===== config.mk =====
export PLATFORM = sky130hd
export DESIGN_NAME = can_fault_ctrl
export DESIGN_NICKNAME = d
export VERILOG_FILES = /design/src/rtl/can_fc_pkg.sv /design/src/rtl/can_fc_counters.sv /design/src/rtl/can_fc_recovery.sv /design/src/rtl/can_fc_report.sv /design/src/rtl/can_fault_ctrl.sv
export SDC_FILE = /design/constraint.sdc
export NUM_CORES = 1
export LEC_CHECK = 0
export BUFFER_PORTS_ARGS = -buffer_cell sky130_fd_sc_hd__buf_2
export CORE_MARGIN = 5
export CORE_UTILIZATION = 60
export DETAILED_ROUTE_END_ITERATION = 6
export GPL_TIMING_DRIVEN = 0
export PLACE_DENSITY = 0.89
export SLEW_MARGIN = 20
export SYNTH_ARGS = -nofsm -noshare
export SYNTH_HDL_FRONTEND = slang
export SYNTH_SLANG_ARGS = --single-unit

===== constraint.sdc =====
create_clock -name clk -period 2.85 [get_ports clk]
set_input_delay 0.285 -clock clk [delete_from_list [all_inputs] [get_ports clk]]
set_output_delay 0.285 -clock clk [all_outputs]
set_load 0.1 [all_outputs]

===== src/rtl/can_fc_pkg.sv =====
package can_fc_pkg;
  typedef enum logic [1:0] {
    FC_ACTIVE  = 2'd0,
    FC_PASSIVE = 2'd1,
    FC_BUSOFF  = 2'd2
  } fc_state_e;
endpackage


===== src/rtl/can_fc_counters.sv =====
module can_fc_counters #(
  parameter int CNT_W   = 8,
  parameter int TX_STEP = 8,
  localparam int TEC_W  = CNT_W + 1
) (
  input  logic             clk,
  input  logic             rst_n,
  input  logic             tx_err,
  input  logic             tx_ok,
  input  logic             rx_err,
  input  logic             rx_ok,
  input  logic             freeze,
  input  logic             clear,
  output logic [TEC_W-1:0] tec_q,
  output logic [CNT_W-1:0] rec_q,
  output logic [TEC_W-1:0] tec_nxt,
  output logic [CNT_W-1:0] rec_nxt
);
  logic upd;

  always_comb begin
    tec_nxt = tec_q;
    rec_nxt = rec_q;
    if (clear) begin
      tec_nxt = '0;
      rec_nxt = '0;
    end else if (!freeze) begin
      if (tx_err)
        tec_nxt = tec_q + TEC_W'(TX_STEP);
      else if (tx_ok && tec_q != '0)
        tec_nxt = tec_q - TEC_W'(1);
      if (rx_err) begin
        if (rec_q != '1) rec_nxt = rec_q + CNT_W'(1);
      end else if (rx_ok && rec_q != '0) begin
        rec_nxt = rec_q - CNT_W'(1);
      end
    end
  end

  assign upd = clear | (~freeze & (tx_err | tx_ok | rx_err | rx_ok));

  always_ff @(posedge clk or negedge rst_n) begin
    if (!rst_n) begin
      tec_q <= '0;
      rec_q <= '0;
    end else if (upd) begin
      tec_q <= tec_nxt;
      rec_q <= rec_nxt;
    end
  end


  tec_step_chk: assert property (@(posedge clk) disable iff (!rst_n)
    (!freeze && !clear && tx_err) |=> tec_q == $past(tec_q) + TEC_W'(TX_STEP));

  rec_sat_chk: assert property (@(posedge clk) disable iff (!rst_n)
    (!freeze && !clear && rx_err && rec_q == '1) |=> rec_q == '1);
endmodule


===== src/rtl/can_fc_recovery.sv =====
module can_fc_recovery #(
  parameter int RUN_LEN = 11,
  parameter int RUN_NUM = 128,
  localparam int BIT_W  = $clog2(RUN_LEN),
  localparam int RUN_W  = $clog2(RUN_NUM)
) (
  input  logic clk,
  input  logic rst_n,
  input  logic in_busoff,
  input  logic auto_recover,
  input  logic init_req,
  input  logic bit_tick,
  input  logic rx_bit,
  output logic done
);
  localparam logic [BIT_W-1:0] LAST_BIT = BIT_W'(RUN_LEN - 1);
  localparam logic [RUN_W-1:0] LAST_RUN = RUN_W'(RUN_NUM - 1);

  logic             armed_q, armed_nxt;
  logic             saw_q, saw_nxt;
  logic [BIT_W-1:0] bit_q, bit_nxt;
  logic [RUN_W-1:0] run_q, run_nxt;
  logic             sample;

  assign sample = in_busoff & armed_q & ~init_req & bit_tick;

  always_comb begin
    armed_nxt = armed_q;
    saw_nxt   = saw_q;
    bit_nxt   = bit_q;
    run_nxt   = run_q;
    done      = 1'b0;
    if (!in_busoff) begin
      armed_nxt = 1'b0;
      saw_nxt   = 1'b0;
      bit_nxt   = '0;
      run_nxt   = '0;
    end else begin
      if (init_req) saw_nxt = 1'b1;
      if (auto_recover || (saw_q && !init_req)) armed_nxt = 1'b1;
      if (sample) begin
        if (!rx_bit) begin
          bit_nxt = '0;
        end else if (bit_q == LAST_BIT) begin
          bit_nxt = '0;
          if (run_q == LAST_RUN) done = 1'b1;
          else run_nxt = run_q + RUN_W'(1);
        end else begin
          bit_nxt = bit_q + BIT_W'(1);
        end
      end
    end
  end

  always_ff @(posedge clk or negedge rst_n) begin
    if (!rst_n) begin
      armed_q <= 1'b0;
      saw_q   <= 1'b0;
      bit_q   <= '0;
      run_q   <= '0;
    end else begin
      armed_q <= armed_nxt;
      saw_q   <= saw_nxt;
      bit_q   <= bit_nxt;
      run_q   <= run_nxt;
    end
  end


  run_keep_chk: assert property (@(posedge clk) disable iff (!rst_n)
    (in_busoff && !done) |=> run_q >= $past(run_q));

  dom_restart_chk: assert property (@(posedge clk) disable iff (!rst_n)
    (sample && !rx_bit) |=> bit_q == '0);

  init_hold_chk: assert property (@(posedge clk) disable iff (!rst_n)
    init_req |=> ($stable(bit_q) && $stable(run_q)));

  manual_gate_chk: assert property (@(posedge clk) disable iff (!rst_n)
    (in_busoff && !armed_q && !saw_q && !auto_recover) |=> !armed_q);
endmodule


===== src/rtl/can_fc_report.sv =====
module can_fc_report
  import can_fc_pkg::*;
#(
  parameter int LEC_W = 3
) (
  input  logic             clk,
  input  logic             rst_n,
  input  logic             freeze,
  input  logic             err_det,
  input  logic [LEC_W-1:0] err_code,
  input  fc_state_e        state_q,
  input  fc_state_e        state_nxt,
  input  logic             irq_en,
  input  logic             irq_clr,
  output logic [LEC_W-1:0] lec_q,
  output logic             irq_q
);
  logic lec_en;
  logic chg;
  logic irq_nxt;

  assign lec_en  = err_det & ~freeze;
  assign chg     = (state_nxt != state_q);
  assign irq_nxt = (chg & irq_en) | (irq_q & ~irq_clr);

  always_ff @(posedge clk or negedge rst_n) begin
    if (!rst_n) begin
      lec_q <= '0;
      irq_q <= 1'b0;
    end else begin
      if (lec_en) lec_q <= err_code;
      irq_q <= irq_nxt;
    end
  end


  lec_load_chk: assert property (@(posedge clk) disable iff (!rst_n)
    lec_en |=> lec_q == $past(err_code));

  irq_set_chk: assert property (@(posedge clk) disable iff (!rst_n)
    (chg && irq_en) |=> irq_q);

  irq_hold_chk: assert property (@(posedge clk) disable iff (!rst_n)
    (irq_q && !irq_clr) |=> irq_q);
endmodule


===== src/rtl/can_fault_ctrl.sv =====
module can_fault_ctrl
  import can_fc_pkg::*;
#(
  parameter int CNT_W   = 8,
  parameter int TX_STEP = 8,
  parameter int RUN_LEN = 11,
  parameter int RUN_NUM = 128,
  parameter int LEC_W   = 3
) (
  input  logic             clk,
  input  logic             rst_n,
  input  logic             tx_err,
  input  logic             tx_ok,
  input  logic             rx_err,
  input  logic             rx_ok,
  input  logic [LEC_W-1:0] err_code,
  input  logic             rx_bit,
  input  logic             bit_tick,
  input  logic             auto_recover,
  input  logic             init_req,
  input  logic             irq_en,
  input  logic             irq_clr,
  output logic [CNT_W:0]   tec,
  output logic [CNT_W-1:0] rec,
  output logic             bus_off,
  output logic             err_passive,
  output logic [LEC_W-1:0] lec,
  output logic             irq
);
  localparam int TEC_W       = CNT_W + 1;
  localparam int LIM_PASSIVE = 1 << (CNT_W - 1);
  localparam int LIM_BUSOFF  = 1 << CNT_W;

  logic [1:0]       rst_sync;
  logic             rst_s;
  fc_state_e        state_q, state_nxt;
  logic [TEC_W-1:0] tec_nxt;
  logic [CNT_W-1:0] rec_nxt;
  logic             in_busoff;
  logic             recov_done;

  always_ff @(posedge clk or negedge rst_n) begin
    if (!rst_n) rst_sync <= 2'b00;
    else        rst_sync <= {rst_sync[0], 1'b1};
  end
  assign rst_s = rst_sync[1];

  assign in_busoff = (state_q == FC_BUSOFF);

  can_fc_counters #(.CNT_W(CNT_W), .TX_STEP(TX_STEP)) u_cnt (
    .clk(clk), .rst_n(rst_s),
    .tx_err(tx_err), .tx_ok(tx_ok), .rx_err(rx_err), .rx_ok(rx_ok),
    .freeze(in_busoff), .clear(recov_done),
    .tec_q(tec), .rec_q(rec), .tec_nxt(tec_nxt), .rec_nxt(rec_nxt)
  );

  can_fc_recovery #(.RUN_LEN(RUN_LEN), .RUN_NUM(RUN_NUM)) u_rcv (
    .clk(clk), .rst_n(rst_s), .in_busoff(in_busoff),
    .auto_recover(auto_recover), .init_req(init_req),
    .bit_tick(bit_tick), .rx_bit(rx_bit), .done(recov_done)
  );

  always_comb begin
    state_nxt = state_q;
    if (in_busoff) begin
      if (recov_done) state_nxt = FC_ACTIVE;
    end else if (tec_nxt >= TEC_W'(LIM_BUSOFF)) begin
      state_nxt = FC_BUSOFF;
    end else if (tec_nxt >= TEC_W'(LIM_PASSIVE) || rec_nxt >= CNT_W'(LIM_PASSIVE)) begin
      state_nxt = FC_PASSIVE;
    end else begin
      state_nxt = FC_ACTIVE;
    end
  end

  always_ff @(posedge clk or negedge rst_s) begin
    if (!rst_s) state_q <= FC_ACTIVE;
    else        state_q <= state_nxt;
  end

  can_fc_report #(.LEC_W(LEC_W)) u_rep (
    .clk(clk), .rst_n(rst_s), .freeze(in_busoff),
    .err_det(tx_err | rx_err), .err_code(err_code),
    .state_q(state_q), .state_nxt(state_nxt),
    .irq_en(irq_en), .irq_clr(irq_clr),
    .lec_q(lec), .irq_q(irq)
  );

  assign bus_off     = in_busoff;
  assign err_passive = (state_q == FC_PASSIVE);


  busoff_freeze_chk: assert property (@(posedge clk) disable iff (!rst_s)
    (bus_off && !recov_done) |=> ($stable(tec) && $stable(rec) && $stable(lec)));

  passive_flag_chk: assert property (@(posedge clk) disable iff (!rst_s)
    err_passive |-> ((tec >= TEC_W'(LIM_PASSIVE) || rec >= CNT_W'(LIM_PASSIVE)) && !bus_off));

  recov_clear_chk: assert property (@(posedge clk) disable iff (!rst_s)
    recov_done |=> (!bus_off && tec == '0 && rec == '0));
endmodule


Yosys cells after proc, flatten, opt, wreduce, memory -nomap -nowiden --
Cells that the tools add are included.
Word-level totals: output and inout bits 23, bits in registers 38, logic and storage cells 87, input port bits 15
Cells by class: bitwise operators 16, muxes and demuxes 31, add/sub/neg operators 6, reductions and logical operators 9, equal/unequal tests 12, $lt $le $gt $ge 3
Operators by type and width (count):
- $mux W8 | 5
- $mux W9 | 4
- $mux W7 | 5
- $mux W4 | 4
- $mux W1 | 10
- $add A9 B4 Y9 const B | 1
- $ge A9 B8 Y1 const B | 1
- $ge A9 B9 Y1 const B | 1
- $reduce_bool A9 Y1 | 1
- $sub A9 B1 Y9 const B | 1
- $add A8 B1 Y8 const B | 1
- $ge A8 B8 Y1 const B | 1
- $ne A8 B8 Y1 const B | 1
- $reduce_bool A8 Y1 | 1
- $sub A8 B1 Y8 const B | 1
- $add A7 B1 Y7 const B | 1
- $and A1 B1 Y1 | 7
- $eq A7 B7 Y1 const B | 1
- $mux W2 | 3
- $ne A2 B1 Y1 const B | 3
- $ne A2 B2 Y1 const B | 3
- $or A1 B1 Y1 | 6
- $add A4 B1 Y4 const B | 1
- $eq A4 B4 Y1 const B | 1
- other kinds (8) | 13

Depth between registers and ports, before layout --
Gate-level depths: netlist of the first run.
depth after elaboration 15, depth in mapped cells 9, depth with buffers taken out 9

Cells and area by module --
Synthesis of the first run repeated with hierarchy kept, for this count alone.
Second synthesis, totals: cells, all modules 276, area, all modules 2481.1 um2
Modules (own cells, without submodules):
- can_fc_counters | area an instance 1400.1 um2, times used 1, seq. area each 425.4 um2, cells an instance 172
- can_fc_recovery | area an instance 735.7 um2, times used 1, seq. area each 325.3 um2, cells an instance 79
- can_fc_report | area an instance 190.2 um2, times used 1, seq. area each 100.1 um2, cells an instance 13
- can_fault_ctrl | area an instance 155.1 um2, times used 1, seq. area each 100.1 um2, cells an instance 12

Least setup slack after synthesis of the first run --
No wires, ideal clock.
path kind register -> register, from reg u_cnt.tec_q[0], to reg u_rep.irq_q, setup slack -161 ps, library setup time 140 ps, period minus slack after synthesis 3011 ps, buffers on the path 0, cell stages (with the launch flop) 9, data required time 2710 ps, data arrival time 2871 ps, cell sequence dfrtp_1 > inv_1 > ha_1 > or4b_2 > o21ai_1 > a2111o_1 > mux2_2 > a2111oi_0 > a211oi_1
Between the ends: longest elaborated chain between the ends 14, elaborated cells on any way between the ends 17, classes of those cells 2 x add/sub; 2 x order compare; 1 x eq/ne; 7 x mux; 2 x bitwise; 3 x reduce/logical
RTL lines:
- start: declaration | line can_fc_counters.sv:14 | output logic [TEC_W-1:0] tec_q,
- start signal: assignment | line can_fc_counters.sv:47 | tec_q <= tec_nxt;
- parallel branches: the longest is 4 deep, another holds $sub A9 B1 Y9
- $mux W9 (*) | line can_fc_counters.sv:27 | end else if (!freeze) begin
- $mux W9 (*) | line can_fc_counters.sv:24 | if (clear) begin
- $ge A9 B8 Y1 | line can_fault_ctrl.sv:69 | end else if (tec_nxt >= TEC_W'(LIM_PASSIVE) || rec_nxt >= CNT_W'(LIM_PASSIVE)) begin
- $logic_or A1 B1 Y1 | line can_fault_ctrl.sv:69
- $mux W1 | line can_fault_ctrl.sv:69
- $mux W2 (*) | line can_fault_ctrl.sv:67 | end else if (tec_nxt >= TEC_W'(LIM_BUSOFF)) begin
- $mux W2 (*) | line can_fault_ctrl.sv:65 | if (in_busoff) begin
- $ne A2 B2 Y1 (*) | line can_fc_report.sv:23 | assign chg = (state_nxt != state_q);
- $and A1 B1 Y1 (*) | line can_fc_report.sv:24 | assign irq_nxt = (chg & irq_en) | (irq_q & ~irq_clr);
- $or A1 B1 Y1 (*) | line can_fc_report.sv:24
- via u_rep.irq_nxt | line can_fc_report.sv:20 | logic irq_nxt;
- end signal: assignment | line can_fc_report.sv:32 | irq_q <= irq_nxt;
- end: declaration | line can_fc_report.sv:16 | output logic irq_q
Mark *: on every way through the listed nets, which the timed path passes. A chain may end at the register's enable or synchronous reset.

Final worst setup path of the first run --
Ends and elaborated chain as after synthesis.

==> summary.md, run 1 <==
| Metric | Value |
|---|---|
| Largest net degree at the start of global routing | `22` |
| H-tree depth | `2` |
| Placed cells | `344` |
| Initial core utilization | `63.0%` |
| Register Area | `955 sq um` |
| N_diodes | `0` |
| Vias in the first global route | `2029` |
| First-pass GRT wire length | `9270 microns` |
| Multi-input combinational cell area | `~1300 sq um` |
| TritonCTS clock tree | `done` |
| DP Wirelength | `4000 microns` |
| Routed Antenna Nets | `0` |
| Seq/Total Area, Yosys | `40.6%` |
| Most common cell in the netlist | `dfrtp_1` |
| Distinct cells, synth | `60` |
| Syn Inst Count | `about 260` |
| Nets@finish | `about 330` |
| Clock latency on the worst-skew pair | `about 0.29 ns` |
| Yosys top cell area share | `40.6%` |
| Synth area leader | `dfrtp_1` |
| Setup bufs post-CTS | `0` |
| Most used flip-flop cell after synthesis | `dfrtp_1` |
| Worst setup path class | `flip-flop to flip-flop` |
| EDFF count, synth | `0` |
| Synth Cell Area | `2340 sq um` |
| Buffers on Ports | `37` |
| Pwr/cell area | `398 nW/um^2` |
| Number of max-cap violations | `0` |
| Clock sinks | `38` |
| Flops & latches, synth | `38` |
| Power, Total | `1.09 mW` |
| All-layer global routing usage | `22.1%` |
| Flop pwr share | `52.4%` |
| Std cell rows | `22` |
| Mapped Nets | `around 280` |
| Clock slew at reported path FFs | `0.08 ns` |
| Min Tclk post-route | `2.76 ns` |
| CP max FO | `5` |
| Drt first pass iters | `4` |
| Sw power | `about 0.3 mW` |
| RSZ-0062 raised after global routing | `no` |
| Die X | `72.4 microns` |
| Min-Delay Path Class | `flip-flop to async pin` |
| Initial antenna violation count | `0` |
| Gate power share | `around 12%` |
| Clk root buf | `clkbuf_8` |
| Worst Tran Pin Value | `0.543 ns` |
| Syn_area_per_cell | `9.07 sq um` |
| Sw Ratio | `27.7%` |
| Core area | `3720 sq um` |
| FMAX | `0.362 GHz` |
| Final hold vios | `0` |
| Die area | `5250 sq um` |
| Synth cell count leaders | `38 x dfrtp_1, 34 x nor2_1, 16 x nand2_1, 16 x o21ai_0, 15 x inv_1` |
| WL per Instance | `15.3 microns` |
| Synth warnings | `0` |
| I/O pin cnt | `38` |
| Pins Over Slew Limit | `0` |
| Layout area overhead | `16.5%` |
| DRC errors left | `0` |
| Arrival @ worst endpoint | `2.92 ns` |
| Peak VDD IR | `about 350 uV` |
| Worst r2r src | `u_cnt.tec_q[0]` |
| Fillers | `283` |
| Via count | `between 2k and 2.5k` |
| Critical path capture point type | `flip-flop` |
| Share of layout cells above drive strength 1 | `~23%` |
| CTS Buffer Depth | `2` |
| Clk pwr share | `between 30 and 40%` |
| Die Span Y | `a little over 70 microns` |
| Initial DRC Count | `267` |
| Final setup fails | `0` |
| Gpl congestion | `0.888` |
| GR Overflow Total | `0` |
| Hold slack | `about 0.20 ns` |
| Slew margin rel. | `63.2%` |
| P_int | `between 0.7 and 0.8 mW` |
| Outcome | `finished clean` |
| CP Launch Type | `flip-flop` |
| Ys async rst share | `100%` |
| Pleak | `1.21 nW` |
| Clock Skew | `0.00793 ns` |
| Largest cells by area after synthesis | `dfrtp_1 41%, nor2_1 5.5%, ha_1 5.3%, o21ai_0 3.4%, mux2_2 2.9%` |
| Finished Layout Cells | `353` |
| Final WL | `5400 microns` |
| Cts bufs inserted | `5` |
| CP Data Required Time | `3.00 ns` |
| Setup_tns | `0 ns` |
| Tcrit/Tclk final | `a little over nine tenths` |
| Vias per inst | `5.92` |
| Worst Setup SP | `u_cnt.tec_q[0]` |
## cells by family after synthesis
kind of cell	synth area share, %
compound gates	18.5
xor+xnor	4.49
fa+ha+maj	5.35
buf+inv	4.65
flops	40.6
mux	3.32
other cells	0.160
simple gates	22.9
## routing by layer
| layer | GRT usage [%] | vias up | wire length, microns |
|---|---|---|---|
| li1 | - | 1026 | - |
| met1 | 29.2 | 969 | 2300 |
| met2 | 36.0 | 82 | 2600 |
| met3 | 4.71 | 12 | 399 |
| met4 | 7.17 | 0 | 95 |
| met5 | 0 | - | 0 |
## path summary, 6_finish.rpt
kind,to,slack (ns),cells after the start
max,u_rep.irq_q,0.09,8
min,u_rcv.run_q[0],0.20,0
max reg2reg,u_rep.irq_q,0.09,8
min reg2reg,u_rcv.run_q[0],0.20,0
max in group asynchronous,u_cnt.tec_q[0],2.20,1
min in group clk,u_rep.lec_q[0],0.23,2
## power groups by stage
stage	clock network [mW]	logic [mW]	registers, mW
after global placement	0	0.107	0.584
after CTS	0.396	0.124	0.569
after global routing	0.423	0.135	0.572
after floorplan	0	0.0447	0.616
final	0.393	0.125	0.569
after detailed placement	0	0.122	0.580
## layout make-up
class                   instances  area share, %
flip-flops and latches         38           35.0
well taps                      48           2.20
clock inverters                 2          0.459
plain buffers                  11           1.93
multi-input cells             194           47.1
clock buffers                   6           3.03
inverters                      15           2.07
repair buffers                 39           8.17
## flip-flops by register name, indices dropped and copies added, names as in the netlist
| name | count |
|---|---|
| u_cnt.tec_q | 9 |
| u_cnt.rec_q | 8 |
| u_rcv.run_q | 7 |
| u_rcv.bit_q | 4 |
| u_rep.lec_q | 3 |
| rst_sync | 2 |
| state_q | 2 |
| u_rcv.armed_q | 1 |
| u_rcv.saw_q | 1 |
| u_rep.irq_q | 1 |
## repair_timing
item | in CTS | in global routing
endpoints found under the setup margin | 0 | 1
resized for setup | 0 | 1
hold endpoints to repair | 2 | 0
hold buffers | 1 | 0
## layout by cell type, fill, tap and decap left out, drive strengths merged, types with 5 or more instances in the layout
cell type  netlist  final
buf              5     43
dfrtp           38     38
nor2            35     35
o21ai           17     17
nand2           16     16
inv             15     15
clkbuf           6     12
ha              10     10
a21oi           10     10
nand3            9      9
nand4            7      7
mux2             6      6
xnor2            6      6
xor2             6      6
nand2b           5      5
## worst max-delay path, stage by stage, from the launching register on
cell and delay, ns:
dfrtp_2 0.44, inv_1 0.09, ha_1 0.18, or4b_2 0.63
o21ai_2 0.22, a2111o_1 0.18, mux2_2 0.34, a2111oi_0 0.45
a211oi_1 0.09
## stage by stage
step	area, sq um	worst slack [ns]	util, %
2_1_floorplan	2340	0.00976	-
3_3_place_gp	2590	0.107	69.6
3_5_place_dp	2620	0.00167	70.4
4_1_cts	2720	0.00493	73.2
5_1_grt	2730	0.00269	73.3
6_report	2730	0.0857	73.3
Note: power is estimated with default switching activity, not from simulation.
==> run 2, diff against run 1 <==
CORE_ASPECT_RATIO = 0.8   (was default)
==> run 2 against run 1 <==
Design area rose by 1.9%; total power rose by 15%; fmax rose by 2.1%; non-clock buffer count did not move; die area rose by 0.15%; critical path depth did not move; largest power group unchanged; sequential share of layout area fell by 0.66 points; critical endpoint unchanged; global-route usage rose by 0.39 points; via count rose by 3.7%; worst hold slack got worse by 0.082 ns; cell count rose by 2.0%.
==> summary.md, run 2 (synthesis results as in run 1) <==
| Metric | Value |
|---|---|
| WP buf/inv | `1 (unchanged)` |
| FMAX | `0.369 GHz (was 0.362 GHz)` |
| CTS Buffer Depth | `2 (unchanged)` |
| Flop pwr share | `45.4% (was 52.4%)` |
| Clock slew at reported path FFs | `0.08 ns (about the same)` |
| Fillers | `284 (was 283)` |
| Arrival @ worst endpoint | `2.87 ns (was 2.92 ns)` |
| WL per Instance | `15.6 microns (was 15.3 microns)` |
| Layout area overhead | `18.7% (was 16.5%)` |
| Core area | `3780 sq um (was 3720 sq um)` |
| Pleak | `1.23 nW (was 1.21 nW)` |
| CP max FO | `5 (unchanged)` |
| CP Data Required Time | `3.01 ns (was 3.00 ns)` |
| Share of layout cells above drive strength 1 | `23.0% (unchanged)` |
| Via count | `2167 (was 2089)` |
| Buffers on Ports | `37 (unchanged)` |
| I/O pin cnt | `38 (unchanged)` |
| Pwr/cell area | `450 nW/um^2 (was 398 nW/um^2)` |
| First-pass GRT wire length | `9120 microns (was 9270 microns)` |
| Clock Skew | `0.00561 ns (was 0.00793 ns)` |
| Clk pwr share | `44.6% (was 36.2%)` |
| Nets@finish | `329 (unchanged)` |
| N_diodes | `0 (unchanged)` |
| CP max-delay cell | `or4b_2 (unchanged)` |
| Clock latency on the worst-skew pair | `0.30 ns (was 0.29 ns)` |
| Initial core utilization | `61.9% (was 63.0%)` |
| Die area | `5260 sq um (was 5250 sq um)` |
| Peak VDD IR | `434 uV (was 348 uV)` |
| Critical path capture point type | `flip-flop (unchanged)` |
| Worst Tran Pin Value | `0.576 ns (was 0.543 ns)` |
| CP peak stage delay | `0.66 ns (was 0.63 ns)` |
| Top Metal Used | `met4 (unchanged)` |
| Setup bufs post-CTS | `0 (unchanged)` |
| Die X | `79.8 microns (was 72.4 microns)` |
| Final setup fails | `0 (unchanged)` |
| GR Overflow Total | `0 (unchanged)` |
| Max FFs per register | `9 (unchanged)` |
| Gate power share | `10.0% (was 11.5%)` |
| P_int | `0.940 mW (was 0.785 mW)` |
| Clock sinks | `38 (unchanged)` |
| Std cell rows | `20 (was 22)` |
| Sw Ratio | `24.8% (was 27.7%)` |
| Vias in the first global route | `1931 (was 2029)` |
| Drt first pass iters | `5 (was 4)` |
| DRC errors left | `0 (unchanged)` |
| Cts bufs inserted | `5 (unchanged)` |
| Critical path's top delay family | `compound AO/OA/AOI/OAI gates (unchanged)` |
| Tcrit/Tclk final | `95.0% (was 97.0%)` |
| Final WL | `5620 microns (was 5400 microns)` |
| Outcome | `finished clean (unchanged)` |
| Die Span Y | `65.9 microns (was 72.4 microns)` |
| Setup_tns | `0 ns (unchanged)` |
| Sw power | `0.310 mW (was 0.301 mW)` |
| Number of max-cap violations | `0 (unchanged)` |
| M1 WL | `2420 microns (was 2300 microns)` |
| Initial antenna violation count | `0 (unchanged)` |
| Power, Total | `1.25 mW (was 1.09 mW)` |
| Min Tclk post-route | `2.71 ns (was 2.76 ns)` |
| Pins Over Slew Limit | `0 (unchanged)` |
| TritonCTS clock tree | `done (unchanged)` |
| Final hold vios | `0 (unchanged)` |
| Clk root buf | `clkbuf_8 (unchanged)` |
| Met3 routed WL | `466 microns (was 399 microns)` |
| H-tree depth | `2 (unchanged)` |
| All-layer global routing usage | `22.4% (was 22.1%)` |
| CP Launch Type | `flip-flop (unchanged)` |
| Most common cell after layout, fill and taps aside | `buf_2 (unchanged)` |
| Metal2 WL | `2580 microns (was 2600 microns)` |
| Gpl congestion | `1.00 (was 0.888)` |
| Initial DRC Count | `244 (was 267)` |
| Slew margin rel. | `61.4% (was 63.2%)` |
| Largest net degree at the start of global routing | `30 (was 22)` |
| RSZ-0062 raised after global routing | `no (unchanged)` |
| Top reg by flops | `u_cnt.tec_q (unchanged)` |
| CP Cell Sequence | `inv_1 > ha_1 > or4b_2 > o21ai_4 > a2111o_1 > mux2_2 > a2111oi_1 > a211oi_1 (was inv_1 > ha_1 > or4b_2 > o21ai_2 > a2111o_1 > mux2_2 > a2111oi_0 > a211oi_1)` |
| Min-Delay Path Class | `flip-flop to async pin (unchanged)` |
| Routed Antenna Nets | `0 (unchanged)` |
| Vias per inst | `6.02 (was 5.92)` |
| Worst setup path class | `flip-flop to flip-flop (unchanged)` |
| Most frequent cells in the layout | `40 x buf_2, 35 x dfrtp_1, 34 x nor2_1 (unchanged)` |
| DP Wirelength | `4000 microns (about the same)` |
| Top flop regs | `u_cnt.tec_q (9), u_cnt.rec_q (8), u_rcv.run_q (7) (unchanged)` |
-- run 2: cell count changes in the layout (fill, tap and decap cells not counted), sizes merged --
cell	previous run	this run
bufinv	0	2
clkbuf	12	11
clkinvlp	1	0
-- run 2: area by class of cell --
class                           instances  area (sq um)  share of cell area [%]
Timing Repair Buffer                   39           215                    7.75
Multi-Input combinational cell        194          1290                    46.5
Buffer                                 11          52.6                    1.89
Inverter                               15          56.3                    2.03
Clock buffer                            5          68.8                    2.48
Clock inverter                          3          68.8                    2.48
Sequential cell                        38           955                    34.4
Tap cell                               55          68.8                    2.48
-- run 2: metal layers --
layer | vias to the layer above | global-route usage, %
li1 | 1024 | -
met1 | 998 | 29.6
met2 | 122 | 35.2
met3 | 23 | 5.31
met4 | 0 | 10.1
met5 | - | 0
-- run 2: final timing paths --
kind / slack [ns] / cells after the start / endpoint / startpoint
max: 0.14 / 8 / u_rep.irq_q / u_cnt.tec_q[0]
min: 0.11 / 0 / u_rcv.run_q[2] / rst_sync[1]
max reg2reg: 0.14 / 8 / u_rep.irq_q / u_cnt.tec_q[0]
min reg2reg: 0.11 / 0 / u_rcv.run_q[2] / rst_sync[1]
max in group asynchronous: 2.32 / 1 / u_cnt.tec_q[0] / rst_sync[1]
min in group clk: 0.22 / 2 / u_rep.lec_q[1] / err_code[1]
-- run 2: worst register-to-register path: stages, from the launching register on --
cell and delay, ns:
dfrtp_2 0.45, inv_1 0.09, ha_1 0.18, or4b_2 0.66, o21ai_4 0.20, a2111o_1 0.17
mux2_2 0.34, a2111oi_1 0.39, a211oi_1 0.11
-- run 2: through the flow --
step	instance area (sq um)	setup slack, ns	hold WS, ns	std cells	util, %
after floorplan	2340	0.00976	-0.0106	258	-
after global placement	2600	0.116	0.0706	350	68.7
after detailed placement	2620	0.0687	0.0726	351	69.3
after CTS	2770	0.0331	0.120	360	73.2
after global routing	2780	0.0164	0.133	360	73.5
final	2780	0.142	0.113	360	73.5
-- run 2: power by group through the flow --
stage          clock (mW)  sequential, mW  combinational [mW]
6_report            0.557           0.567               0.125
2_1_floorplan           0           0.616              0.0447
3_5_place_dp            0           0.577               0.121
3_3_place_gp            0           0.584               0.106
4_1_cts             0.558           0.567               0.123
5_1_grt             0.589           0.570               0.135
-- run 2: timing repair --
action	in CTS	in global routing
endpoints found under the hold margin	2	0
endpoints found under the setup margin	0	1
hold buffers	1	0
resized for setup	0	3
